`config.mk`:
```
export PLATFORM = sky130hd
export DESIGN_NAME = fwcmd_flash
export DESIGN_NICKNAME = d
export VERILOG_FILES = /design/src/rtl/fwcmd_pkg.sv /design/src/rtl/fwcmd_decoder.sv /design/src/rtl/fwcmd_array.sv /design/src/rtl/fwcmd_lockbank.sv /design/src/rtl/fwcmd_flash.sv
export SDC_FILE = /design/constraint.sdc
export NUM_CORES = 2
export LEC_CHECK = 0
export ABC_AREA = 1
export BUFFER_PORTS_ARGS = -buffer_cell sky130_fd_sc_hd__buf_2
export CAP_MARGIN = 20
export CORE_MARGIN = 3
export CORE_UTILIZATION = 45
export CTS_BUF_LIST = sky130_fd_sc_hd__clkbuf_8
export DETAILED_ROUTE_END_ITERATION = 8
export GPL_ROUTABILITY_DRIVEN = 1
export HOLD_SLACK_MARGIN = 0.15
export SYNTH_ARGS = -nofsm -noshare
export SYNTH_HDL_FRONTEND = slang
export SYNTH_SLANG_ARGS = --single-unit
```
`constraint.sdc`:
```
create_clock -name clk -period 3 [get_ports clk]
set_input_delay 0.6 -clock clk [delete_from_list [all_inputs] [get_ports clk]]
set_output_delay 0.6 -clock clk [all_outputs]
set_load 0.02 [all_outputs]
```
`src/rtl/fwcmd_pkg.sv`:
```
// Package: shared read modes, pending-command states and command bytes.
// Assumes byte-wide commands on the data bus.
package fwcmd_pkg;
    typedef enum logic [1:0] {
        RM_ARRAY  = 2'd0,
        RM_IDENT  = 2'd1,
        RM_STATUS = 2'd2
    } rmode_t;

    typedef enum logic [1:0] {
        PD_NONE   = 2'd0,
        PD_PROG   = 2'd1,
        PD_ERASE  = 2'd2,
        PD_UNLOCK = 2'd3
    } pend_t;

    localparam logic [7:0] CMD_ARRAY   = 8'hFF;
    localparam logic [7:0] CMD_IDENT   = 8'h90;
    localparam logic [7:0] CMD_STATUS  = 8'h70;
    localparam logic [7:0] CMD_CLRSTAT = 8'h50;
    localparam logic [7:0] CMD_ERASE   = 8'h20;
    localparam logic [7:0] CMD_PROG    = 8'h40;
    localparam logic [7:0] CMD_UNLOCK  = 8'h60;
    localparam logic [7:0] CMD_CONFIRM = 8'hD0;
endpackage

```
`src/rtl/fwcmd_decoder.sv`:
```
// Command decoder: tracks the read mode, a pending two-cycle command,
// the busy countdown and the sticky error bits, and issues one-cycle
// enables to the array and the lock bank.
// Assumes lock_hit refers to the block addressed by the current write.
module fwcmd_decoder
    import fwcmd_pkg::*;
#(
    parameter int BUSY_CYC = 5
) (
    input  logic       clk,
    input  logic       rst_n,
    input  logic       we,
    input  logic [7:0] wdata,
    input  logic       lock_hit,
    input  logic       master_lock,
    output rmode_t     mode,
    output logic       busy,
    output logic [7:0] status,
    output logic       prog_en,
    output logic       erase_en,
    output logic       unlock_en
);
    localparam int CNT_W = $clog2(BUSY_CYC + 1);
    localparam logic [CNT_W-1:0] CNT_LOAD = CNT_W'(BUSY_CYC);

    pend_t            pend;
    logic [CNT_W-1:0] cnt;
    logic             err_erase, err_prog, err_lock;
    logic             accept, confirm_ok;

    // Purpose: a write is accepted only while idle.
    assign accept     = we && (cnt == '0);
    assign confirm_ok = (wdata == CMD_CONFIRM);
    assign busy       = (cnt != '0);

    // Purpose: one-cycle enables for the operations that go ahead.
    assign prog_en   = accept && (pend == PD_PROG) && !lock_hit;
    assign erase_en  = accept && (pend == PD_ERASE) && confirm_ok && !lock_hit;
    assign unlock_en = accept && (pend == PD_UNLOCK) && confirm_ok && !master_lock;

    // Purpose: assemble the status byte; suspend and voltage flags stay 0.
    assign status = {~busy, 1'b0, err_erase, err_prog, 1'b0, 1'b0, err_lock, 1'b0};

    // Purpose: command sequencing, busy countdown and error capture.
    always_ff @(posedge clk) begin
        if (!rst_n) begin
            mode      <= RM_ARRAY;
            pend      <= PD_NONE;
            cnt       <= '0;
            err_erase <= 1'b0;
            err_prog  <= 1'b0;
            err_lock  <= 1'b0;
        end else if (cnt != '0) begin
            cnt <= cnt - 1'b1;
        end else if (we) begin
            unique case (pend)
                PD_PROG: begin
                    pend <= PD_NONE;
                    mode <= RM_STATUS;
                    if (lock_hit) begin
                        err_prog <= 1'b1;
                        err_lock <= 1'b1;
                    end else begin
                        cnt <= CNT_LOAD;
                    end
                end
                PD_ERASE: begin
                    pend <= PD_NONE;
                    mode <= RM_STATUS;
                    if (!confirm_ok) begin
                        err_erase <= 1'b1;
                        err_prog  <= 1'b1;
                    end else if (lock_hit) begin
                        err_erase <= 1'b1;
                        err_lock  <= 1'b1;
                    end else begin
                        cnt <= CNT_LOAD;
                    end
                end
                PD_UNLOCK: begin
                    pend <= PD_NONE;
                    mode <= RM_STATUS;
                    if (!confirm_ok) begin
                        err_erase <= 1'b1;
                        err_prog  <= 1'b1;
                    end else if (master_lock) begin
                        err_erase <= 1'b1;
                        err_lock  <= 1'b1;
                    end else begin
                        cnt <= CNT_LOAD;
                    end
                end
                default: begin
                    case (wdata)
                        CMD_ARRAY:  mode <= RM_ARRAY;
                        CMD_IDENT:  mode <= RM_IDENT;
                        CMD_STATUS: mode <= RM_STATUS;
                        CMD_CLRSTAT: begin
                            err_erase <= 1'b0;
                            err_prog  <= 1'b0;
                            err_lock  <= 1'b0;
                        end
                        CMD_ERASE: begin
                            pend <= PD_ERASE;
                            mode <= RM_STATUS;
                        end
                        CMD_PROG: begin
                            pend <= PD_PROG;
                            mode <= RM_STATUS;
                        end
                        CMD_UNLOCK: begin
                            pend <= PD_UNLOCK;
                            mode <= RM_STATUS;
                        end
                        default: ;
                    endcase
                end
            endcase
        end
    end

    // a program into a locked block fails at once with bits 4 and 1 set
    a_r7_locked_prog: assert property (@(posedge clk) disable iff (!rst_n)
        (accept && pend == PD_PROG && lock_hit) |=> (!busy && err_prog && err_lock));

    // a confirm byte other than 0xD0 sets both error bits
    a_r9_bad_confirm: assert property (@(posedge clk) disable iff (!rst_n)
        (accept && (pend == PD_ERASE || pend == PD_UNLOCK) && !confirm_ok)
        |=> (err_erase && err_prog && mode == RM_STATUS && pend == PD_NONE));

    // writes made while busy change neither errors nor pending state
    a_r10_busy_ignore: assert property (@(posedge clk) disable iff (!rst_n)
        (busy && we) |=> ($stable(err_erase) && $stable(err_prog)
                          && $stable(err_lock) && $stable(pend) && $stable(mode)));
endmodule

```
`src/rtl/fwcmd_array.sv`:
```
// Storage array: byte-addressed cells that reset to 0xFF. A program
// enable ANDs data into one byte; an erase enable fills the whole block
// that holds the given address with 0xFF.
// Assumes at most one enable per cycle.
module fwcmd_array #(
    parameter int ADDR_W = 8,
    parameter int BLK_W  = 6
) (
    input  logic              clk,
    input  logic              rst_n,
    input  logic              prog_en,
    input  logic              erase_en,
    input  logic [ADDR_W-1:0] wr_addr,
    input  logic [7:0]        wr_data,
    input  logic [ADDR_W-1:0] rd_addr,
    output logic [7:0]        rd_data
);
    localparam int DEPTH     = 1 << ADDR_W;
    localparam int BLK_BYTES = 1 << BLK_W;
    localparam int NBLK_W    = ADDR_W - BLK_W;

    logic [7:0]        mem [DEPTH];
    logic [7:0]        cell_now;
    logic [NBLK_W-1:0] wr_blk;

    assign wr_blk   = wr_addr[ADDR_W-1:BLK_W];
    assign cell_now = mem[wr_addr];
    assign rd_data  = mem[rd_addr];

    // Purpose: reset to erased, then apply program or block erase.
    always_ff @(posedge clk) begin
        if (!rst_n) begin
            for (int i = 0; i < DEPTH; i++) mem[i] <= 8'hFF;
        end else if (erase_en) begin
            for (int j = 0; j < BLK_BYTES; j++)
                mem[{wr_blk, BLK_W'(j)}] <= 8'hFF;
        end else if (prog_en) begin
            mem[wr_addr] <= cell_now & wr_data;
        end
    end

    // a program never turns a 0 bit into 1
    a_r5_prog_clears_only: assert property (@(posedge clk) disable iff (!rst_n)
        prog_en |=> ((mem[$past(wr_addr)] & ~$past(cell_now)) == 8'h00));

    // after an erase the addressed byte reads 0xFF
    a_r6_erase_fills: assert property (@(posedge clk) disable iff (!rst_n)
        erase_en |=> (mem[$past(wr_addr)] == 8'hFF));
endmodule

```
`src/rtl/fwcmd_lockbank.sv`:
```
// Lock bank: one lock bit per block, loaded from LOCK_INIT at reset and
// cleared together by an accepted lock-clear operation.
// Assumes the master lock is a fixed parameter.
module fwcmd_lockbank #(
    parameter int NBLK = 4,
    parameter logic [NBLK-1:0] LOCK_INIT = '0
) (
    input  logic            clk,
    input  logic            rst_n,
    input  logic            unlock_en,
    output logic [NBLK-1:0] locks
);
    // Purpose: hold the lock bits; clear all of them on an unlock enable.
    always_ff @(posedge clk) begin
        if (!rst_n)         locks <= LOCK_INIT;
        else if (unlock_en) locks <= '0;
    end

    // lock bits change only on an accepted lock clear
    a_r8_locks_stable: assert property (@(posedge clk) disable iff (!rst_n)
        !unlock_en |=> $stable(locks));
endmodule

```
`src/rtl/fwcmd_flash.sv`:
```
// Top level: ties the decoder, array and lock bank together and selects
// the read data for the current mode. Reads are combinational from
// bus_addr; during busy every read returns status.
// Assumes one bus write per cycle at most.
module fwcmd_flash
    import fwcmd_pkg::*;
#(
    parameter int ADDR_W      = 8,
    parameter int BLK_W       = 6,
    parameter int BUSY_CYC    = 5,
    parameter logic [7:0] MFR_CODE = 8'h89,
    parameter logic [7:0] DEV_CODE = 8'hA6,
    parameter int ADDR_SHIFT  = 0,
    parameter bit MASTER_LOCK = 1'b0,
    parameter logic [(1 << (ADDR_W - BLK_W))-1:0] LOCK_INIT = '0
) (
    input  logic              clk,
    input  logic              rst_n,
    input  logic              bus_we,
    input  logic [ADDR_W-1:0] bus_addr,
    input  logic [7:0]        bus_wdata,
    output logic [7:0]        bus_rdata
);
    localparam int NBLK_W = ADDR_W - BLK_W;
    localparam int NBLK   = 1 << NBLK_W;

    rmode_t            mode;
    logic              busy, prog_en, erase_en, unlock_en, lock_hit;
    logic [7:0]        status, arr_data, id_data;
    logic [NBLK-1:0]   locks;
    logic [NBLK_W-1:0] blk;
    logic [BLK_W-1:0]  id_off;

    assign blk      = bus_addr[ADDR_W-1:BLK_W];
    assign lock_hit = locks[blk];
    assign id_off   = bus_addr[BLK_W-1:0] >> ADDR_SHIFT;

    fwcmd_decoder #(.BUSY_CYC(BUSY_CYC)) u_dec (
        .clk(clk), .rst_n(rst_n), .we(bus_we), .wdata(bus_wdata),
        .lock_hit(lock_hit), .master_lock(MASTER_LOCK),
        .mode(mode), .busy(busy), .status(status),
        .prog_en(prog_en), .erase_en(erase_en), .unlock_en(unlock_en)
    );

    fwcmd_array #(.ADDR_W(ADDR_W), .BLK_W(BLK_W)) u_arr (
        .clk(clk), .rst_n(rst_n), .prog_en(prog_en), .erase_en(erase_en),
        .wr_addr(bus_addr), .wr_data(bus_wdata),
        .rd_addr(bus_addr), .rd_data(arr_data)
    );

    fwcmd_lockbank #(.NBLK(NBLK), .LOCK_INIT(LOCK_INIT)) u_lock (
        .clk(clk), .rst_n(rst_n), .unlock_en(unlock_en), .locks(locks)
    );

    // Purpose: identification space decode by in-block offset.
    always_comb begin
        case (id_off)
            BLK_W'(0): id_data = MFR_CODE;
            BLK_W'(1): id_data = DEV_CODE;
            BLK_W'(2): id_data = {7'd0, lock_hit};
            BLK_W'(3): id_data = {7'd0, MASTER_LOCK};
            default:   id_data = 8'h00;
        endcase
    end

    // Purpose: read data select; busy forces status.
    always_comb begin
        if (busy || mode == RM_STATUS) bus_rdata = status;
        else if (mode == RM_IDENT)     bus_rdata = id_data;
        else                           bus_rdata = arr_data;
    end
endmodule

```
Yosys cells after proc, flatten, opt, wreduce, memory -nomap -nowiden
Memory sizes are Yosys's and may differ from the RTL's.
Cells that the tools add are included.

word-level totals
  flip-flop bits (word level) = 10
  RAM bits = 2,048
  bits of input ports = 19
  memories kept = 1

memory list
  memory     depth  width  rd ports  clocked after memory_dff  wr ports  line               RTL
  u_arr.mem  256    8      1         0                         256       fwcmd_array.sv:22  logic [7:0] mem [DEPTH];

operators by class
  $add $sub $neg = 1
  magnitude comparators = 1
  equal/unequal tests = 22
  multiplexer cells = 227
  bitwise operators = 4
  reduce and logical (&&, ||, !) cells = 92

operators by type and width
  kind                                                  number
  2-to-1 mux 8 bit                                      132
  OR reduction 8 bit                                    65
  2-to-1 mux 1 bit                                      80
  equality test 8 x 7 -> 1 bit (second input constant)  4
  equality test 8 bit (second input constant)           3
  case mux 8 bit (3 select lines)                       1
  2-to-1 mux 3 bit                                      5
  case mux 2 bit (3 select lines)                       2
  nonzero test 3 bit                                    4
  nonzero test 4 bit                                    3
  AND reduction 5 bit                                   2
  != test 3 x 2 -> 1 bit (second input constant)        3
  case mux 3 bit (3 select lines)                       1
  AND 8 bit                                             1
  equality test 8 x 6 -> 1 bit (second input constant)  1
  equality test 2 bit (second input constant)           3
  equality test 6 x 1 -> 1 bit (second input constant)  1
  equality test 6 x 2 -> 1 bit (second input constant)  1
  logical AND 1 bit                                     6
  logical NOT 6 bit                                     1
  case mux 1 bit (3 select lines)                       2
  AND reduction 3 bit                                   2
  AND reduction 6 bit                                   1
  equality test 2 x 1 -> 1 bit (second input constant)  2
  16 further kinds                                      21

Depth between registers and ports, before layout
  word-level depth = 11
  depth in mapped cells = 20
  depth with buffers taken out = 15

Cells and area by module
Synthesis repeated with hierarchy kept, for this count alone.

second synthesis, totals
  cells, all modules = 14,272
  area total of the unflattened synthesis = 113,236.1 um2

modules (own cells, without submodules)
  module          times used  cells each  area each (um2)
  fwcmd_array     1           14,065      112,060.0
  fwcmd_decoder   1           149         892.1
  fwcmd_flash     1           53          250.2
  fwcmd_lockbank  1           5           33.8

Worst setup path before layout
No wires, ideal clock.

  path type = input to output
  start point = in bus_addr[1]
  end point = out bus_rdata[1]
  arrival time = 2,523 ps
  data required time = 2,400 ps
  path slack = -123 ps
  stages on the path = 17
  path through = buf_4 > inv_4 > nor2_2 > buf_2 > clkbuf_1 > nand2_1 > nand3_1 > nand2_1 > nand2_1 > o21ai_0 > nand2_1 > nand2_1 > nand2_1 > nor2_1 > nand2_1 > nand2_1 > a21boi_0

between the ends
  cells in the longest elaborated chain, start to end = 4
  elaborated cells on any way between the ends = 7
  those cells by class = 2 x eq/ne; 3 x mux; 1 x reduce/logical; 1 x memory

RTL lines
  item                                                               line               RTL
  start: declaration                                                 fwcmd_flash.sv:20  input logic [ADDR_W-1:0] bus_addr,
  branches (longest 2 deep; another with memory read (256 x 8 bit))  n/a
  2-to-1 mux 8 bit *                                                 fwcmd_flash.sv:69  else if (mode == RM_IDENT) bus_rdata = id_data;
  2-to-1 mux 8 bit *                                                 fwcmd_flash.sv:68  if (busy || mode == RM_STATUS) bus_rdata = status;
  end: declaration                                                   fwcmd_flash.sv:22  output logic [7:0] bus_rdata

Mark *: on every way between the ends.

Worst setup path after layout
  start point = in bus_addr[0]
  end point = out bus_rdata[3]

Same word-level chain as after synthesis.

==> impl_metrics.yaml <==
grt:
  antenna_found_initial: 10
  overflow: 0
  grt_pass1_wl_um: 453000
  use_met2_pct: 46.3
  grt_usage_pct: 28.9
  met1_usage_pct: 38.4
  use_met3_pct: 4.80
  grt_max_degree: 60
  grt_busiest_layer: "met2"
  grt_pass1_vias: 71500
place:
  place.gp.congestion: 0.935
  dp_hpwl_um: 206000
  io_buffers: 26
  dp_slack_ns: -1.38
power_and_ir_drop:
  powerDensity_nw_per_um2: 556
  leakage_uw: 0.0369
  ir_worst_vdd_mv: 0.427
floorplanning:
  die_w_um: 458
  die_area_sq_um: 210000
  io-pin-count: 27
  core_area_sq_um: 203000
  rows: 165
  initial_utilization_pct: 45.3
  die_y_um: 458
timing:
  slew_headroom_pct: 49.5
  holdWs_ns: 0.447
  final_max_slew_viol_count: 0
  tns_ns: -5.98
  fmax_ghz: 0.262
  finalCriticalPeriod_ns: 3.82
  worstMarginPinSlew_ns: 0.756
  finalCritPeriodShare_pct: 127
  rsz0062_at_grt: "true"
  finalHoldViolations: 0
  timing.final.ws_setup_ns: -0.820
  setup_violations: 9
  clock_skew_ns: 0.0924
synthesis:
  synthTopCellsByArea: "edfxtp_1 67%, nand2_1 19%, a22oi_1 5.1%"
  synth_edf_count: 2048
  synth_cells: 8981
  synth_simple_gate_area_share_pct: 21.4
  synth_nets: 9004
  async_flop_share_pct: 0
  synth_top_cell_by_area: "edfxtp_1"
  synth-compound-area-share_pct: 7.36
  netlist.area_leader.share_pct: 67.0
  synth_cell_types: 36
  synth_xor_area_share_pct: 0
  synth-main-ff-cell: "edfxtp_1"
  syn_area_sq_um: 91800
  ys_seq_area_share_pct: 67.2
  syn_avg_cell_area_sq_um: 10.2
  yosys_register_bits: 2058
  yosys_warnings: 0
  synth_mux_area_share_pct: 0
  synthAdderAreaFrac_pct: 0.0545
  synth_top_family_by_area: "simple AND/OR/NAND/NOR gates"
route:
  drtIter0Drc: 8882
  routed_wl_um: 308000
  drtPass1Iterations: 6
  ant_nets: 0
  vias_per_cell: 5.59
  drc_errors: 0
  wl_per_cell_um: 23.7
  via_count: 72400
finish:
  syn_to_final_growth_pct: 23.7
  layout.nets: 10100
  fillers: 17200
  final_common_cell: "nand2_1"
  final_cell_mix: "4437 x nand2_1, 2048 x edfxtp_1, 1039 x buf_4"
  drive_above_1_share_pct: 21.4
setup_path:
  crit_family: "simple AND/OR/NAND/NOR gates"
  critPathMaxStageDelay_ns: 0.23
  worst-path-max-fanout: 30
  critPathArrivalTime_ns: 3.22
  crit_top_cell: "nand2_1"
  critPathBufInv: 6
  start_kind: "input port"
  cp-end-kind: "primary output"
  path_cells: "buf_16, nand2_2, clkinv_8, buf_12, buf_12, a22oi_1, nand2_1, nand2_1, nand2_1, nor2_2, nor2_1, nor2_4, nand2_1, nor2_1, nand3_2, buf_6, nand2_4, nand2_4, buf_6"
  cp_slowest_cell: "nor2_4"
  crit_type: "input port to primary output"
  worstPathRequired_ns: 2.40
clock_tree:
  clk_pin_slew_worst_paths_ns: 0.05
  clock_latency_ns: 1.08
  root_buffer: "clkbuf_8"
  cts_max_level: 5
  cts_buffer_depth: 4
  cts_tree: "done"
  clock-sinks: 2058
  cts_buffers: 362
status:
  violations: "negative setup slack"
  status: "finished, violations left"
flow_run:
  drv_cap: 0
worst_hold_path:
  worst_hold_path_type: "input port to register"
sequential cells by signal (all words and copies together) (netlist names):
| signal | count |
|---|---|
| u_arr.mem | 2048 |
| u_dec.cnt | 3 |
| u_dec.mode | 2 |
| u_dec.err_prog | 1 |
| u_dec.err_erase | 1 |
| u_dec.pend | 2 |
| u_dec.err_lock | 1 |
metrics by stage:
step	total power [uW]	cell area [sq um]	std cells	util (%)
after floorplan	35900	91800	8981	-
after global placement	39800	105000	12300	51.7
after detailed placement	39800	105000	12300	51.7
after CTS	63100	113000	13000	55.6
after global routing	65100	114000	13000	56.1
final	63100	114000	13000	56.1
tightest hold or removal path, cell delays in order:
cell           delay, ns
dlygate4sd3_1       0.55
buf_2               0.18
o21ai_0             0.08
a21oi_1             0.05
kinds of logic (layout without fill, tap and decap cells):
kind of cell | count (synthesis) | count (layout)
AND/OR/NAND/NOR | 5148 | 5148
flip-flops | 2058 | 2058
AO/OA/AOI/OAI | 1034 | 1034
other | 0 | 6
buffers and inverters | 737 | 2036
adder cells (fa/ha/maj) | 4 | 4
metal layers:
metal  vias to the layer above  part of all wire (%)
met2                      3720                    47
met4                         0                   5.0
met3                       771                   9.3
met1                     35200                    39
li1                      32700                     -
met5                         -                     0
Yosys cell counts (2+ instances only):
master and instances:
edfxtp_1 2048, and2_0 3, clkbuf_1 277, nor4_1 2
dfxtp_1 10, buf_2 172, clkinv_1 3, o21ai_0 346
buf_6 23, ha_1 4, nand3b_1 2, o21ai_1 9
inv_4 2, inv_1 68, buf_4 147, buf_1 39
or2_2 3, nand2_1 4552, o21ai_2 2, inv_2 6
nor3_1 5, nand4_1 52, or2_1 3, nor2_1 432
a22oi_1 620, a21oi_1 47, a31oi_1 3, nand3_1 92
o21a_1 2
timing repair:
| action | CTS | global route |
|---|---|---|
| endpoints found under the hold margin | 58 | 0 |
| buffers inserted | 18 | 7 |
| gates cloned | 10 | 2 |
| endpoints found under the setup margin | 1338 | 332 |
| hold buffers | 18 | 0 |
| pin swaps | 152 | 142 |
| gates resized for setup | 384 | 230 |
report_power, final:
| part | switching, uW | internal (uW) | leakage (uW) |
|---|---|---|---|
| Sequential | 11.6 | 31500 | 0.0139 |
| Combinational | 5500 | 3030 | 0.0194 |
| Clock | 11400 | 11700 | 0.00353 |
| Total | 16900 | 46200 | 0.0369 |
layout make-up:
cell class	count	area [sq um]	area share (%)
Multi-Input combinational cell	6186	28400	25.0
Clock buffer	368	5060	4.46
Clock inverter	223	1040	0.916
Tap cell	2672	3340	2.94
Antenna cell	6	15.0	0.0132
Inverter	79	348	0.306
Timing Repair Buffer	1366	13600	12.0
Sequential cell	2058	61700	54.3
path summary, 6_finish.rpt:
path / from / to / slack (ns) / depth (start not counted)
setup / recovery: bus_addr[0] / bus_rdata[3] / -0.82 / 19
hold / removal: rst_n / u_dec.err_prog / 0.45 / 4
setup reg to reg: u_arr.mem[27][7] / u_arr.mem[219][7] / 0.07 / 16
hold reg to reg: u_dec.cnt[0] / u_dec.cnt[0] / 0.46 / 1
Note: power is estimated with default switching activity, not from simulation.
